`src/rtl/standby_seq.sv`:
```
module standby_seq #(
  parameter int DOWN_CYCLES = 32,
  parameter int UP_CYCLES   = 256,
  parameter int TICK_DIV    = 256,
  parameter int BLANK_PLAIN = 1024,
  parameter int BLANK_HPF   = 12288
) (
  input  logic clk,
  input  logic rst_n,
  input  logic stby_n,
  input  logic hp_en,
  output logic clk_en,
  output logic ana_en,
  output logic if_oe,
  output logic ovld_low,
  output logic sdo_low
);

  localparam int CMAX = (DOWN_CYCLES > UP_CYCLES) ?
                        ((DOWN_CYCLES > TICK_DIV) ? DOWN_CYCLES : TICK_DIV) :
                        ((UP_CYCLES > TICK_DIV) ? UP_CYCLES : TICK_DIV);
  localparam int CW   = $clog2(CMAX + 1);
  localparam int BMAX = (BLANK_HPF > BLANK_PLAIN) ? BLANK_HPF : BLANK_PLAIN;
  localparam int BW   = $clog2(BMAX + 1);

  typedef enum logic [2:0] {S_RUN, S_DOWN, S_OFF, S_WAKE, S_BLANK} st_t;

  st_t           state;
  logic [CW-1:0] cnt;
  logic [BW-1:0] blk;

  always_ff @(posedge clk or negedge rst_n) begin
    if (!rst_n) begin
      state <= S_OFF;
      cnt   <= '0;
      blk   <= '0;
    end else begin
      case (state)
        S_RUN:
          if (!stby_n) begin
            state <= S_DOWN;
            cnt   <= CW'(DOWN_CYCLES - 1);
          end
        S_DOWN:
          if (cnt == '0) state <= S_OFF;
          else           cnt   <= cnt - 1'b1;
        S_OFF:
          if (stby_n) begin
            state <= S_WAKE;
            cnt   <= CW'(UP_CYCLES - 1);
          end
        S_WAKE:
          if (!stby_n) begin
            state <= S_DOWN;
            cnt   <= CW'(DOWN_CYCLES - 1);
          end else if (cnt == '0) begin
            state <= S_BLANK;
            cnt   <= CW'(TICK_DIV - 1);
            blk   <= hp_en ? BW'(BLANK_HPF - 1) : BW'(BLANK_PLAIN - 1);
          end else begin
            cnt <= cnt - 1'b1;
          end
        S_BLANK:
          if (!stby_n) begin
            state <= S_DOWN;
            cnt   <= CW'(DOWN_CYCLES - 1);
          end else if (cnt == '0) begin
            cnt <= CW'(TICK_DIV - 1);
            if (blk == '0) state <= S_RUN;
            else           blk   <= blk - 1'b1;
          end else begin
            cnt <= cnt - 1'b1;
          end
        default: state <= S_OFF;
      endcase
    end
  end

  wire live = (state == S_RUN) || (state == S_BLANK);

  assign clk_en   = (state != S_OFF);
  assign ana_en   = (state != S_OFF);
  assign if_oe    = live;
  assign ovld_low = !live;
  assign sdo_low  = (state != S_RUN);

  p_off_quiet_r2: assert property (@(posedge clk) disable iff (!rst_n)
    !clk_en |-> (!ana_en && !if_oe && ovld_low && sdo_low));

  p_oe_needs_core_r5: assert property (@(posedge clk) disable iff (!rst_n)
    if_oe |-> (clk_en && ana_en && !ovld_low));

  p_clean_run_r11: assert property (@(posedge clk) disable iff (!rst_n)
    !sdo_low |-> (if_oe && clk_en));

  p_release_keeps_clk_r3: assert property (@(posedge clk) disable iff (!rst_n)
    $fell(if_oe) |-> clk_en);

  p_clk_off_after_count_r3: assert property (@(posedge clk) disable iff (!rst_n)
    $fell(clk_en) |-> ($past(state) == S_DOWN && $past(cnt) == '0));

  p_wake_released_r4: assert property (@(posedge clk) disable iff (!rst_n)
    $rose(clk_en) |-> !if_oe);

  p_blank_first_r5: assert property (@(posedge clk) disable iff (!rst_n)
    $rose(if_oe) |-> sdo_low);

  p_blk_bound_r7: assert property (@(posedge clk) disable iff (!rst_n)
    (state == S_BLANK) |-> (int'(blk) < BMAX));

endmodule

```
`config.mk`:
```
export PLATFORM = sky130hd
export DESIGN_NAME = standby_seq
export DESIGN_NICKNAME = d
export VERILOG_FILES = /design/src/rtl/standby_seq.sv
export SDC_FILE = /design/constraint.sdc
export NUM_CORES = 1
export LEC_CHECK = 0
export ABC_CLOCK_PERIOD_IN_PS = 3800
export BUFFER_PORTS_ARGS = -buffer_cell sky130_fd_sc_hd__buf_2
export CAP_MARGIN = 0
export CORE_UTILIZATION = 66
export CTS_CLUSTER_SIZE = 25
export DETAILED_ROUTE_END_ITERATION = 10
export PLACE_DENSITY = 0.85
export SLEW_MARGIN = 20
export SYNTH_ARGS = -nofsm -noshare
export SYNTH_HDL_FRONTEND = slang
export SYNTH_SLANG_ARGS = --single-unit
export TNS_END_PERCENT = 1
```
`constraint.sdc`:
```
create_clock -name clk -period 3.8 [get_ports clk]
set_clock_uncertainty 0.1 [all_clocks]
set_input_delay 0.57 -clock clk [delete_from_list [all_inputs] [get_ports clk]]
set_output_delay 0.57 -clock clk [all_outputs]
set_load 0.02 [all_outputs]
```
==> impl_metrics.json <==
{
  "synth_nets": 228,
  "ir_drop_uv": 427.5,
  "clkPwrFrac_pct": 19.0,
  "hpwl_microns": 3154,
  "power.internal_mw": 0.6139,
  "finalHoldViolations": 0,
  "drtPass1Iterations": 5,
  "tightest_slew_ns": 0.6620,
  "final-seq-area_sq_um": 651.9,
  "avgViaCountPerCell": 6.988,
  "ctsRootBufferMaster": "clkbuf_4",
  "yosysTopAreaCellShare_pct": 33.42,
  "fin_area_sq_mm": 0.001926,
  "multi_input_area_sq_mm": 0.001099,
  "ios": 9,
  "antenna_found_initial": 0,
  "fin_nets": 229,
  "rsz0062_at_grt": "false",
  "hold_buffers": 0,
  "yosysTopAreaCell": "dfrtp_1",
  "layout_common_cells": "o21ai_0 (25), dfrtp_1 (25), nor2_1 (20), nand2_1 (20), a21oi_1 (17)",
  "die_h_microns": 55.26,
  "synth-edff-count": 0,
  "layout_worst_path_cycle_share_pct": 63.58,
  "start_util_pct": 72.90,
  "netlist_instances": 220,
  "yosys_warnings": 0,
  "cts_tree": "done",
  "areaGrowthSynthToFinish_pct": 2.875,
  "hold_ws_ns": 0.1062,
  "grt_usage_pct": 29.67,
  "cts_setup_buffers": 0,
  "criticalPathCategory": "register to register",
  "cp_max_fo": 22,
  "drt_iter0_markers": 132,
  "period_minus_slack_ns": 2.416,
  "grt_max_degree": 27,
  "clk_pin_slew_ns": 0.15,
  "crit_required_ns": 3.97,
  "p_seq_share_pct": 41.3,
  "fmax_mhz": 413.9,
  "swShare_pct": 39.72,
  "critPathMaxStageDelay_ns": 0.72,
  "fin_ws_ns": 1.384,
  "fillers": 195,
  "min_path_type": "input port to asynchronous set/reset pin",
  "clkLatencyLatePin_ns": 0.33,
  "rows": 18,
  "htree_levels": 1,
  "ys_types": 56,
  "start_kind": "register",
  "endpoint_kind": "register",
  "cp_slowest_cell": "or3b_1",
  "syn_avg_cell_area_sq_um": 8.508,
  "ys_seq_area_share_pct": 34.83,
  "grt-ovfl-total": 0,
  "final_cell_count_no_fill": 250,
  "grt_pass1_vias": 1605,
  "crit_chain": "or3b_1, a211oi_1, a311oi_1, or3b_2, o2bb2ai_1",
  "num_vias": 1747,
  "core_area_sq_mm": 0.002567,
  "syn-cell-area_sq_mm": 0.001872,
  "diodes": 0,
  "final_antenna_net_count": 0,
  "cts_sinks": 26,
  "relSlewSlack_pct": 55.77,
  "wl_per_cell_microns": 17.08,
  "status": "finished clean",
  "netSwitchingPower_mw": 0.4044,
  "power.static_leakage_nw": 0.8133,
  "drc": 0,
  "routed_wl_microns": 4269,
  "die_x_microns": 55.26,
  "final-setup-viol-count": 0,
  "dp_cells": 246,
  "utilization_pct": 75.00,
  "finalSetupTns_ns": 0,
  "synthTopCellsByArea": "dfrtp_1 (33%), o21ai_0 (6.7%), a21oi_1 (4.5%)",
  "ys_ff_latch": 26,
  "place_congestion": 0.9126,
  "dieArea_sq_mm": 0.003053,
  "power_frac_comb_pct": 39.7,
  "cts_repair_resize_count": 0,
  "p_per_area_mw_per_mm2": 528.8,
  "portBuffers": 8,
  "slew_violations": 0,
  "synth-main-ff-cell": "dfrtp_1",
  "drive_above_1_share_pct": 12.27,
  "preCtsSetupSlack_ns": 1.430,
  "worstPathArrival_ns": 2.58,
  "place_area_sq_mm": 0.001873,
  "numCtsBuffers": 3,
  "p_total_mw": 1.018,
  "ff2ff_setup_slack_ns": 1.38,
  "ys_async_sr_fraction_pct": 100.0,
  "clock_path_buffers": 2,
  "drv_cap": 0,
  "grt_pass1_wl_microns": 7396
}
logic make-up after synthesis:
group / Yosys count / share of synthesized area, %
AOI/OAI and AO/OA: 86 / 30.88
adders and majority gates: 4 / 2.674
buffers and inverters: 23 / 6.484
DFF: 26 / 34.83
and+or+nand+nor: 81 / 25.13
worst max-delay path: cells and delay by family (launching register included):
family	cells	cell delay, ns
and+or+nand+nor	2	1.18
DFF	1	0.55
AOI/OAI and AO/OA	3	0.52
cells in the mapped netlist, drive strengths merged, types with 4 or more instances:
cell / instances
clkbuf: 8
o21a: 4
a22o: 5
a31oi: 6
o21ai: 25
dfrtp: 25
buf: 5
nor3: 5
ha: 4
nand3: 4
nor2: 20
inv: 10
a21oi: 17
nor4: 8
or3: 4
nand2: 20
flip-flops by register name (all words and copies together), names as in the netlist:
name   flops
blk       14
cnt        9
state      3
power groups by stage:
stage          logic, mW  registers, mW  clock network, mW
6_report           0.404          0.421              0.194
5_1_grt            0.452          0.432              0.207
4_1_cts            0.399          0.419              0.195
3_5_place_dp       0.397          0.425                  0
3_3_place_gp       0.381          0.421                  0
2_1_floorplan      0.330          0.396                  0
final cells by class:
type                    instances  share of cell area, %
clock inverters                 1                  1.559
multi-input cells             171                  57.05
inverters                      10                  1.949
flip-flops and latches         26                  33.85
clock buffers                   3                  1.170
repair buffers                  9                  2.469
well taps                      30                  1.949
final timing paths:
kind | start | to | cells past startpoint
min in group clk | blk[8] | blk[8] | 1
max in group asynchronous | rst_n | blk[3] | 1
setup / recovery | state[0] | cnt[8] | 5
setup reg to reg | state[0] | cnt[8] | 5
hold / removal | rst_n | cnt[2] | 1
hold reg to reg | blk[8] | blk[8] | 1
routing by layer:
metal	up-vias	GRT usage (%)	share of wire, %
li1	828	-	-
met1	831	45.59	47
met2	83	44.58	44
met3	5	3.279	8.1
met4	0	7.500	0.73
met5	-	0	0
Power figures use the tool's default switching activity.
